<file path="config.mk">
export PLATFORM = sky130hd
export DESIGN_NAME = imm_wrap_loader
export DESIGN_NICKNAME = d
export VERILOG_FILES = /design/src/rtl/imm_wrap_loader_pkg.sv /design/src/rtl/iwl_pacer.sv /design/src/rtl/iwl_nibwr.sv /design/src/rtl/imm_wrap_loader.sv
export SDC_FILE = /design/constraint.sdc
export NUM_CORES = 1
export LEC_CHECK = 0
export ABC_CLOCK_PERIOD_IN_PS = 9600
export BUFFER_PORTS_ARGS = -buffer_cell sky130_fd_sc_hd__buf_2
export CAP_MARGIN = 20
export CORE_ASPECT_RATIO = 1.4
export CORE_MARGIN = 2
export CORE_UTILIZATION = 43
export CTS_BUF_LIST = sky130_fd_sc_hd__clkbuf_16
export DETAILED_ROUTE_END_ITERATION = 6
export GPL_TIMING_DRIVEN = 0
export PLACE_DENSITY = 0.79
export SYNTH_ARGS = -nofsm -noshare
export SYNTH_HDL_FRONTEND = slang
export SYNTH_SLANG_ARGS = --single-unit
export TNS_END_PERCENT = 30
</file>
<file path="constraint.sdc">
create_clock -name clk -period 9.6 [get_ports clk]
set_input_delay 1.92 -clock clk [delete_from_list [all_inputs] [get_ports clk]]
set_output_delay 1.92 -clock clk [all_outputs]
set_load 0.02 [all_outputs]
</file>
<file path="src/rtl/imm_wrap_loader_pkg.sv">
package imm_wrap_loader_pkg;

  // Busy length of a load of n nibbles: ceil((5 + 3n) / 2).
  function automatic int load_cycles(int n);
    return (6 + 3 * n) / 2;
  endfunction

  // Busy cycle in which constant nibble k is taken.
  function automatic int nib_slot(int k);
    return 2 + (3 * k) / 2;
  endfunction

  // Next nibble position, circular over nibs positions.
  function automatic int nib_wrap(int pos, int nibs);
    return (pos + 1 >= nibs) ? 0 : pos + 1;
  endfunction

endpackage

</file>
<file path="src/rtl/iwl_pacer.sv">
module iwl_pacer
  import imm_wrap_loader_pkg::*;
#(
  parameter int NIBS = 16
) (
  input  logic                    clk,
  input  logic                    rst_n,
  input  logic                    accept,
  input  logic [$clog2(NIBS)-1:0] cnt_m1,
  output logic                    busy_o,
  output logic                    step_o,
  output logic [$clog2(NIBS)-1:0] idx_o,
  output logic                    last_o
);
  localparam int IW = $clog2(NIBS);
  localparam int CW = $clog2(NIBS + 1);
  localparam int TW = $clog2(load_cycles(NIBS) + 1);

  logic          busy_q;
  logic [TW-1:0] t_q;
  logic [CW-1:0] k_q;
  logic [CW-1:0] n_q;
  logic [TW-1:0] slot_now;
  logic [TW-1:0] t_last;

  always_comb begin
    slot_now = TW'(nib_slot(int'(k_q)));
    t_last   = TW'(load_cycles(int'(n_q)) - 1);
    step_o   = busy_q && (k_q < n_q) && (t_q == slot_now);
    last_o   = busy_q && (t_q == t_last);
    busy_o   = busy_q;
    idx_o    = k_q[IW-1:0];
  end

  always_ff @(posedge clk) begin
    if (!rst_n) begin
      busy_q <= 1'b0;
      t_q    <= '0;
      k_q    <= '0;
      n_q    <= '0;
    end else if (accept) begin
      busy_q <= 1'b1;
      t_q    <= '0;
      k_q    <= '0;
      n_q    <= CW'(cnt_m1) + CW'(1);
    end else if (busy_q) begin
      t_q <= t_q + TW'(1);
      if (step_o) k_q <= k_q + CW'(1);
      if (last_o) busy_q <= 1'b0;
    end
  end

  AST_ALL_WRITTEN_AT_DONE: assert property (@(posedge clk) disable iff (!rst_n)
    last_o |-> (k_q == n_q));
  AST_DONE_SINGLE: assert property (@(posedge clk) disable iff (!rst_n)
    last_o |=> (!last_o && !busy_q));
  AST_COUNT_HELD: assert property (@(posedge clk) disable iff (!rst_n)
    (busy_q && !last_o) |=> (busy_q && $stable(n_q)));
endmodule

</file>
<file path="src/rtl/iwl_nibwr.sv">
module iwl_nibwr
  import imm_wrap_loader_pkg::*;
#(
  parameter int NIBS = 16,
  parameter int NW   = 4
) (
  input  logic                    clk,
  input  logic                    rst_n,
  input  logic                    accept,
  input  logic [$clog2(NIBS)-1:0] ptr,
  input  logic [NIBS*NW-1:0]      reg_in,
  input  logic                    step,
  input  logic [NW-1:0]           imm_nib,
  output logic [NIBS*NW-1:0]      reg_out
);
  localparam int IW = $clog2(NIBS);

  logic [IW-1:0] pos_q;
  logic [NW-1:0] nib_q [NIBS];

  always_ff @(posedge clk) begin
    if (!rst_n)       pos_q <= '0;
    else if (accept)  pos_q <= ptr;
    else if (step)    pos_q <= IW'(nib_wrap(int'(pos_q), NIBS));
  end

  for (genvar g = 0; g < NIBS; g++) begin : g_nib
    always_ff @(posedge clk) begin
      if (!rst_n)                           nib_q[g] <= '0;
      else if (accept)                      nib_q[g] <= reg_in[g*NW +: NW];
      else if (step && (pos_q == IW'(g)))   nib_q[g] <= imm_nib;
    end
    assign reg_out[g*NW +: NW] = nib_q[g];
  end

  AST_NIBBLE_LANDS: assert property (@(posedge clk) disable iff (!rst_n)
    step |=> (nib_q[$past(pos_q)] == $past(imm_nib)));
endmodule

</file>
<file path="src/rtl/imm_wrap_loader.sv">
module imm_wrap_loader
  import imm_wrap_loader_pkg::*;
#(
  parameter int NIBS = 16,
  parameter int NW   = 4
) (
  input  logic                    clk,
  input  logic                    rst_n,
  input  logic                    start,
  input  logic [$clog2(NIBS)-1:0] ptr,
  input  logic [$clog2(NIBS)-1:0] cnt_m1,
  input  logic [NIBS*NW-1:0]      reg_in,
  input  logic [NW-1:0]           imm_nib,
  output logic                    nib_req,
  output logic [$clog2(NIBS)-1:0] nib_idx,
  output logic                    busy,
  output logic                    done,
  output logic [NIBS*NW-1:0]      reg_out
);
  logic accept;
  logic step;

  assign accept  = start && !busy;
  assign nib_req = step;

  iwl_pacer #(.NIBS(NIBS)) i_pacer (
    .clk    (clk),
    .rst_n  (rst_n),
    .accept (accept),
    .cnt_m1 (cnt_m1),
    .busy_o (busy),
    .step_o (step),
    .idx_o  (nib_idx),
    .last_o (done)
  );

  iwl_nibwr #(.NIBS(NIBS), .NW(NW)) i_nibwr (
    .clk     (clk),
    .rst_n   (rst_n),
    .accept  (accept),
    .ptr     (ptr),
    .reg_in  (reg_in),
    .step    (step),
    .imm_nib (imm_nib),
    .reg_out (reg_out)
  );

  AST_REQ_ONLY_BUSY: assert property (@(posedge clk) disable iff (!rst_n)
    nib_req |-> busy);
  AST_ACCEPT_STARTS: assert property (@(posedge clk) disable iff (!rst_n)
    (start && !busy) |=> (busy && !done && (reg_out == $past(reg_in))));
  AST_IDLE_HOLDS: assert property (@(posedge clk) disable iff (!rst_n)
    (!busy && !start) |=> $stable(reg_out));
endmodule

</file>
# ---- Yosys cells after proc, flatten, opt, wreduce, memory -nomap -nowiden
# Memories as Yosys holds them, arrays and structs flattened.
# Cells that the tools add are included.
dict set report op_classes {
  reduce_logical 25
  n_mux 106
  mul 2
  n_addsub 9
  bitwise 35
  eq_ne 17
  order_cmp 2
}
# cell n
set ops {}
lappend ops {{4-bit two-way mux} 35}
lappend ops {{1-bit two-way mux} 71}
lappend ops {{4-bit == test, second input constant} 8}
lappend ops {{1-bit OR} 32}
lappend ops {{1-bit logical AND} 20}
lappend ops {{4-bit by 3-bit == test with 1-bit output, second input constant} 4}
lappend ops {{2-bit by 5-bit multiplier with 6-bit output, first input constant} 2}
lappend ops {{4-bit by 1-bit adder with 5-bit output, second input constant} 2}
lappend ops {{5-bit by 1-bit adder with 5-bit output} 2}
lappend ops {{5-bit by 1-bit adder with 5-bit output, second input constant} 2}
lappend ops {{5-bit == test} 2}
lappend ops {{4-bit by 2-bit == test with 1-bit output, second input constant} 2}
lappend ops {{3-bit by 6-bit adder with 6-bit output, first input constant} 1}
lappend ops {{3-bit by 5-bit adder with 5-bit output, first input constant} 1}
lappend ops {{5-bit >= comparator, second input constant} 1}
lappend ops {{5-bit less-than comparator} 1}
lappend ops {{5-bit by 2-bit subtractor with 5-bit output, second input constant} 1}
lappend ops {{4-bit by 1-bit == test with 1-bit output, second input constant} 1}
lappend ops {{4-bit logical NOT} 1}
lappend ops {{1-bit AND, first input constant} 2}
lappend ops {{2-bit AND reduction} 1}
lappend ops {{2-bit nonzero test} 1}
lappend ops {{2-bit OR reduction} 1}
lappend ops {{1-bit logical NOT} 1}
lappend ops {{1-bit inverter} 1}
dict set report totals {
  out_inout_bits 71
  regBits 20
  input_bits 79
  mem_bits_rw 64
  elab_cells 202
  n_memories 1
}
# name words width read_ports rd_clocked_by_memory_dff write_ports line
set mem_list {}
lappend mem_list {i_nibwr.nib_q 16 4 16 0 16 iwl_nibwr.sv:19} ;# logic [NW-1:0] nib_q [NIBS];

# ---- Logic depth before layout (Yosys ltp)
# Gate-level depths: netlist of run 1.
dict set report logic_depth {
  word_depth 12
  mapped_depth 12
  depth_no_buf 12
}

# ---- Hierarchy
# A second synthesis of run 1 with hierarchy kept.
dict set report unflattened {
  cells_unflattened 376
  area_unflattened_um2 4675.7
}
# module instances area_each_um2 seq_area_each_um2 cells_each
set modules_own_cells {}
lappend modules_own_cells {iwl_nibwr 1 3229.3 2001.9 221}
lappend modules_own_cells {iwl_pacer 1 1432.6 320.3 154}
lappend modules_own_cells {imm_wrap_loader 1 13.8 0.0 1}

# ---- Worst setup path before layout of run 1
# Ideal clock, no wire load.
dict set report synth_path {
  kind {register to output}
  from {register i_pacer.k_q[1]}
  to {output nib_req}
  stages_incl_launch_ff 12
  slack_ps 5030
  path_buffers 2
  required_time_ps 7680
  arrival_ps 2650
  cell_sequence {dfxtp_1 > ha_1 > fa_1 > xor2_1 > ha_1 > xor2_1 > xnor3_1 > nor3_1 > buf_2 > nand2_1 > inv_2 > buf_2}
}
dict set report synth_between {
  elab_chain_cells 5
  word_cells_on_any_way 7
  cone_classes {add/sub: 2; mul: 1; order compare: 1; eq/ne: 1; reduce/logical: 2}
}
# element line
set synth_rtl {}
lappend synth_rtl {{start, declared} iwl_pacer.sv:21} ;# logic [CW-1:0] k_q;
lappend synth_rtl {{start signal, assigned} iwl_pacer.sv:48} ;# if (step_o) k_q <= k_q + CW'(1);
lappend synth_rtl {{2-bit by 5-bit multiplier with 6-bit output} imm_wrap_loader_pkg.sv:10} ;# return 2 + (3 * k) / 2;
lappend synth_rtl {{5-bit by 1-bit adder with 5-bit output (no line)} n/a}
lappend synth_rtl {{3-bit by 5-bit adder with 5-bit output} imm_wrap_loader_pkg.sv:10}
lappend synth_rtl {{5-bit == test} iwl_pacer.sv:29} ;# step_o = busy_q && (k_q < n_q) && (t_q == slot_now);
lappend synth_rtl {{1-bit logical AND (*)} iwl_pacer.sv:29}
lappend synth_rtl {{end, declared} imm_wrap_loader.sv:14} ;# output logic nib_req,
# Every way passes the cells marked *; elsewhere a longest branch is shown, timed or not.

# ---- Worst setup path in the final report of run 1
dict set report layout_path {
  from {register i_pacer.k_q[0]}
  to {output nib_req}
}
dict set report layout_between {
  elab_chain_cells 6
  word_cells_on_any_way 8
  cone_classes {add/sub: 2; mul: 1; order compare: 1; eq/ne: 1; bitwise: 1; reduce/logical: 2}
}
# element line
set layout_rtl {}
lappend layout_rtl {{2-bit by 5-bit multiplier with 6-bit output} imm_wrap_loader_pkg.sv:10}
lappend layout_rtl {{1-bit AND (no line)} n/a}
lappend layout_rtl {{5-bit by 1-bit adder with 5-bit output (no line)} n/a}
lappend layout_rtl {{3-bit by 5-bit adder with 5-bit output} imm_wrap_loader_pkg.sv:10}
lappend layout_rtl {{5-bit == test} iwl_pacer.sv:29}
lappend layout_rtl {{1-bit logical AND (*)} iwl_pacer.sv:29}
# Marked as above.

==> results of run 1 <==
## how the worst max path moves through the flow
stage | start | to | slack (ns) | depth (start not counted)
floorplan | i_pacer.k_q[1]$_SDFFE_PP0P_ | nib_req | 5.03 | 11
global placement | i_pacer.k_q[1]$_SDFFE_PP0P_ | nib_req | 4.54 | 11
detailed placement | i_pacer.k_q[0]$_SDFFE_PP0P_ | nib_req | 4.40 | 12
CTS | i_pacer.k_q[0]$_SDFFE_PP0P_ | nib_req | 4.00 | 12
global route | i_pacer.k_q[0]$_SDFFE_PP0P_ | nib_req | 3.78 | 12
finish | i_pacer.k_q[0]$_SDFFE_PP0P_ | nib_req | 3.95 | 12
## stage by stage
stage / cell area, sq um / worst slack [ns] / total power (uW) / hold slack (ns) / utilization [%]
final: 5610 / 3.95 / 961 / 0.467 / 56.4
after global routing: 5610 / 3.78 / 996 / 0.509 / 56.4
after CTS: 5610 / 4.00 / 963 / 0.469 / 56.4
after detailed placement: 5310 / 4.40 / 614 / 0.461 / 53.4
after global placement: 5310 / 4.54 / 608 / 0.447 / 53.4
after floorplan: 4400 / 5.03 / 548 / 0.436 / -
## sequential cells by signal, summed over array words and instances (netlist names)
register        count
i_nibwr.nib_q      64
i_pacer.k_q         5
i_pacer.n_q         5
i_pacer.t_q         5
i_nibwr.pos_q       4
i_pacer.busy_o      1
## cell families (layout without fill, tap and decap cells)
logic type               count (synthesis)  after routing  synth area share, %
adder cells (fa/ha/maj)                 25             25                 7.46
flip-flops                              84             84                 52.8
XOR/XNOR                                26             26                 5.49
AND/OR/NAND/NOR                        139            139                 13.5
multiplexers                             3              3                0.711
AO/OA/AOI/OAI                          116            116                 15.7
buffers and inverters                   45            210                 4.30
## layout by cell type, fill, tap and decap left out, types with 4 or more instances in the layout
| cell type | count |
|---|---|
| buf_2 | 153 |
| nand2_1 | 91 |
| o21ai_0 | 73 |
| edfxtp_1 | 64 |
| ha_1 | 23 |
| dfxtp_1 | 20 |
| clkbuf_1 | 17 |
| inv_1 | 16 |
| a31o_2 | 16 |
| xor2_1 | 15 |
| nor2_1 | 15 |
| xnor2_1 | 10 |
| nand4_1 | 10 |
| clkbuf_16 | 9 |
| nand3_1 | 8 |
| a21oi_1 | 7 |
| a31oi_1 | 4 |
| buf_4 | 4 |
## worst min-delay path, delay by kind of cell (launching register included)
family             cells  cell delay (ns)
DFF                    1             0.31
and+or+nand+nor        1             0.06
AOI/OAI and AO/OA      1             0.05
## area by class of cell
cell class | instances | area [sq um]
fillers | 853 | 4340
flip-flops and latches | 84 | 2320
multi-input cells | 309 | 1890
repair buffers | 149 | 746
clock buffers | 9 | 225
well taps | 135 | 169
plain buffers | 28 | 125
clock inverters | 7 | 75.1
inverters | 17 | 63.8
## layer usage
layer / vias to the layer above / wire (um) / global-route usage (%) / part of all wire [%]
met2: 260 / 6800 / 43.8 / 52
met1: 1895 / 4500 / 25.3 / 34
met3: 49 / 1110 / 4.11 / 8.5
met4: 0 / 633 / 13.5 / 4.9
met5: - / 0 / 0 / 0
li1: 1887 / - / - / -
## report_power, final
part           internal [uW]  leakage (uW)  switching [uW]
Clock                    203      0.000144             151
Combinational           62.4       0.00150             112
Sequential               422      0.000854            10.9
Total                    688       0.00250             274
==> results.json, run 1 <==
{
  "status": "finished clean",
  "fin_nets": 702,
  "post-cts-setup-buffers": 0,
  "cp_max_fo": 10,
  "port_buffers": 149,
  "postSynthAreaPerCell_sq_um": 10.0,
  "grt_overflow": 0,
  "grt_pass1_vias": 3939,
  "final_cells": 738,
  "holdPathEnd": "i_pacer.n_q[1]$_SDFFE_PN0P_",
  "period_minus_slack_ns": 5.65,
  "synth_common_cells": "nand2_1, o21ai_0, edfxtp_1",
  "cts_resized": 0,
  "die_w_um": 89.5,
  "arrival_ns": 3.73,
  "synth_area_sq_mm": 0.00440,
  "rows": 43,
  "final-max-slew-violation-count": 0,
  "fmax_mhz": 177,
  "numClockSinks": 84,
  "synth.ff_latch_count": 84,
  "startpoint_type": "register",
  "cts_tree": "built",
  "clkLatencyLatePin_ns": 0.35,
  "drt-wirelength-per-cell_um": 17.7,
  "maxCapViolCount": 0,
  "clk_pin_slew_worst_paths_ns": 0.07,
  "clockRootBuffer": "clkbuf_16",
  "maxSlewHeadroom_pct": 47.6,
  "synthFlopType": "edfxtp_1",
  "grt_max_degree": 16,
  "rr_endpoint": "i_nibwr.nib_q[0][25]$_DFFE_PP_",
  "area_growth_syn_to_layout_pct": 27.6,
  "ys_async_sr_fraction_pct": 0,
  "crit_type": "register to primary output",
  "routed_wl_um": 13000,
  "drive_above_1_share_pct": 31.7,
  "cp_data_required_time_ns": 7.68,
  "holdPathStages": 2,
  "dr.first_iter.drc_count": 366,
  "crit_top_cell": "buf_2",
  "grt_usage_pct": 24.0,
  "initial_core_util_pct": 44.2,
  "yosysTopAreaCellShare_pct": 43.7,
  "min_from": "i_pacer.n_q[1]$_SDFFE_PN0P_",
  "seq_area_frac_synth_pct": 52.8,
  "ff2ff_setup_slack_ns": 5.59,
  "grt_pass1_wl_um": 19600,
  "period_share_pct": 58.8,
  "hold_violations": 0,
  "placed_cells_incl_taps": 722,
  "vias": 4091,
  "synth_top_cell_by_area": "edfxtp_1",
  "worst_pin_slew_ns": 0.778,
  "vdd_drop_max_v": 0.0000962,
  "ys_types": 45,
  "synth_enable_flop_cells": 64,
  "h-tree-depth": 3,
  "dieHeight_um": 124,
  "power.density_mw_per_mm2": 171,
  "crit_slowest_cell": "fa_1",
  "synthTopCellsByArea": "edfxtp_1, dfxtp_1, o21ai_0",
  "crit_family": "adder cells",
  "clock_skew_ns": 0.00592,
  "antenna_found_initial": 0,
  "netlist_instances": 438,
  "ant_nets": 0,
  "reg2reg_from": "i_pacer.k_q[0]$_SDFFE_PP0P_",
  "via_per_inst": 5.54,
  "end_kind": "primary output",
  "grt_setup_unrepaired": "no",
  "path_buf_inv": 4,
  "drcViolationCount": 0,
  "synth_nets": 542,
  "tns_ns": 0,
  "yosysWarnings": 0,
  "place_hpwl_um": 10100,
  "antenna_cells": 0,
  "ios": 150,
  "p_leak_uw": 0.00250,
  "final-setup-viol-count": 0,
  "dieArea_sq_mm": 0.0111,
  "min_path_type": "register to register",
  "routabilityCongestion": 0.893,
  "holdBufCountCts": 0,
  "numCtsBuffers": 9,
  "crit_chain": "ha_1 -> fa_1 -> xor2_1 -> ha_1 -> xor2_1 -> xnor3_1 -> nor3_1 -> buf_2 -> nand2_1 -> inv_2 -> buf_2 -> buf_2",
  "critical_path.max_stage_delay_ns": 0.43,
  "drt_pass1_iterations": 5,
  "yosysMostFrequentCell": "nand2_1",
  "coreArea_sq_mm": 0.00995,
  "reg2regPathDepth": 11,
  "clock_path_buffers": 2
}
(Power assumes the default switching activity.)
==> run 2, diff against run 1 <==
--- a/config.mk
+++ b/config.mk
@@ -5,7 +5,7 @@
 export SDC_FILE = /design/constraint.sdc
 export NUM_CORES = 1
 export LEC_CHECK = 0
-export ABC_CLOCK_PERIOD_IN_PS = 9600
+export ABC_CLOCK_PERIOD_IN_PS = 5100
 export BUFFER_PORTS_ARGS = -buffer_cell sky130_fd_sc_hd__buf_2
 export CAP_MARGIN = 20
 export CORE_ASPECT_RATIO = 1.4
@@ -14,7 +14,7 @@
 export CTS_BUF_LIST = sky130_fd_sc_hd__clkbuf_16
 export DETAILED_ROUTE_END_ITERATION = 6
 export GPL_TIMING_DRIVEN = 0
-export PLACE_DENSITY = 0.79
+export PLACE_DENSITY = 0.82
 export SYNTH_ARGS = -nofsm -noshare
 export SYNTH_HDL_FRONTEND = slang
 export SYNTH_SLANG_ARGS = --single-unit
==> constraint.sdc (replaced) <==
create_clock -name clk -period 5.1 [get_ports clk]
set_input_delay 1.02 -clock clk [delete_from_list [all_inputs] [get_ports clk]]
set_output_delay 1.02 -clock clk [all_outputs]
set_load 0.02 [all_outputs]
==> run 2 against run 1 <==
Net effect: critical path depth stayed put; sequential share of layout area stayed put; sequential cell count unchanged; wire length is 1.3% higher; die area unchanged; largest power group unchanged.
==> results.json, run 2 (synthesis gave the netlist of run 1 again) <==
{
  "pwr-share-comb_pct": 18.5,
  "post-cts-setup-buffers": 0,
  "placed_cells_incl_taps": 722,
  "area_growth_syn_to_layout_pct": 27.6,
  "tns_ns": 0,
  "critical_path.max_stage_delay_ns": 0.42,
  "hold_slack_ns": 0.479,
  "path_depth": 12,
  "worst_pin_slew_ns": 0.712,
  "placed_area_sq_mm": 0.00531,
  "numClockSinks": 84,
  "clockPowerShare_pct": 36.2,
  "min_path_type": "register to register",
  "period_minus_slack_ns": 4.74,
  "startpoint_type": "register",
  "swShare_pct": 28.0,
  "arrival_ns": 3.72,
  "largest_register_ffs": 64,
  "vdd_drop_max_v": 0.000172,
  "clockRootBuffer": "clkbuf_16",
  "via_per_inst": 5.63,
  "cts_resized": 0,
  "drive_above_1_share_pct": 31.7,
  "fin_nets": 702,
  "fin_util_pct": 56.4,
  "dieHeight_um": 124,
  "drt_pass1_iterations": 6,
  "end_kind": "primary output",
  "final-max-slew-violation-count": 0,
  "ant_nets": 0,
  "numCtsBuffers": 9,
  "drcViolationCount": 0,
  "grt_setup_unrepaired": "no",
  "seqPwrFrac_pct": 45.4,
  "vias": 4153,
  "top_layer": "met4",
  "antenna_cells": 0,
  "grt_pass1_vias": 4025,
  "final-setup-viol-count": 0,
  "holdPathStages": 2,
  "p_sw_uw": 504,
  "holdBufCountCts": 0,
  "cp_data_required_time_ns": 4.08,
  "path_buf_inv": 4,
  "period_share_pct": 93.0,
  "layout_commonest_cell": "buf_2",
  "dieArea_sq_mm": 0.0111,
  "rows": 43,
  "power.density_mw_per_mm2": 321,
  "maxCapViolCount": 0,
  "layout_common_cells": "buf_2, nand2_1, o21ai_0, edfxtp_1, ha_1",
  "stdcell_area_sq_mm": 0.00561,
  "crit_type": "register to primary output",
  "h-tree-depth": 3,
  "grt_usage_pct": 23.6,
  "clock_skew_ns": 0.00711,
  "place_hpwl_um": 10300,
  "crit_top_cell": "buf_2",
  "die_w_um": 89.5,
  "ios": 150,
  "clk_pin_slew_worst_paths_ns": 0.06,
  "routed_wl_um": 13200,
  "drt-wirelength-per-cell_um": 17.9,
  "met2_length_um": 6810,
  "clock_path_buffers": 2,
  "status": "finished clean",
  "crit_family": "adder cells",
  "port_buffers": 149,
  "final_cells": 738,
  "hold_violations": 0,
  "crit_chain": "ha_1 -> fa_1 -> xor2_1 -> ha_1 -> xor2_1 -> xnor3_1 -> nor3_1 -> buf_2 -> nand2_1 -> inv_2 -> buf_2 -> buf_2",
  "p_leak_uw": 0.00250,
  "routabilityCongestion": 0.906,
  "fillCellCount": 868,
  "grt_pass1_wl_um": 19500,
  "intPower_uw": 1290,
  "initial_core_util_pct": 44.2,
  "crit_slowest_cell": "fa_1",
  "reg2regPathDepth": 11,
  "fmax_mhz": 211,
  "largest-register": "i_nibwr.nib_q",
  "maxSlewHeadroom_pct": 52.1,
  "antenna_found_initial": 0,
  "wl_met1_um": 4560,
  "grt_max_degree": 16,
  "coreArea_sq_mm": 0.00995,
  "cts_tree": "built",
  "clkLatencyLatePin_ns": 0.34,
  "wl_met3_um": 1140,
  "cp_max_fo": 10,
  "grt_overflow": 0,
  "dr.first_iter.drc_count": 293
}
==> run 2: cell counts in the layout (fill, tap and decap cells not counted) <==
No cell type changed its count.
==> run 2: worst paths after layout <==
path | slack [ns] | to | from
worst max-delay path | 0.36 | nib_req | i_pacer.k_q[1]$_SDFFE_PP0P_
worst min-delay path | 0.48 | i_pacer.n_q[1]$_SDFFE_PN0P_ | i_pacer.n_q[1]$_SDFFE_PN0P_
worst max register to register | 1.27 | i_nibwr.nib_q[1][20]$_DFFE_PP_ | i_pacer.k_q[1]$_SDFFE_PP0P_
worst min register to register | 0.48 | i_pacer.n_q[1]$_SDFFE_PN0P_ | i_pacer.n_q[1]$_SDFFE_PN0P_
==> run 2: final cells by class <==
cell class	instances	area [sq um]	share of cell area (%)
flip-flops and latches	84	2320	41.4
multi-input cells	309	1890	33.6
repair buffers	149	746	13.3
clock buffers	9	225	4.01
well taps	135	169	3.01
plain buffers	28	125	2.23
clock inverters	7	75.1	1.34
inverters	17	63.8	1.14
==> run 2: power groups by stage <==
stage	logic, uW	clock network, uW	registers (uW)
2_1_floorplan	144	0	888
3_3_place_gp	316	0	828
3_5_place_dp	328	0	830
4_1_cts	331	656	816
5_1_grt	362	682	821
6_report	332	651	816
==> run 2: worst register-to-register path: cells and delay by family (launching register included) <==
family	cells	cell delay (ns)
AOI/OAI and AO/OA	1	0.26
buffers and inverters	2	0.67
xor gates and xnor gates	3	0.70
and+or+nand+nor	2	0.67
adders and majority gates	3	0.95
DFF	1	0.40
==> run 2: metal layers <==
metal,vias up,track usage [%]
met5,-,0
met4,0,13.5
met3,57,4.31
met2,293,42.2
met1,1920,25.4
li1,1883,-
==> run 2: per-stage QoR <==
| stage | setup slack, ns | total power, uW |
|---|---|---|
| floorplan | 1.43 | 1030 |
| global placement | 0.926 | 1140 |
| detailed placement | 0.766 | 1160 |
| CTS | 0.379 | 1800 |
| global route | 0.139 | 1860 |
| finish | 0.356 | 1800 |
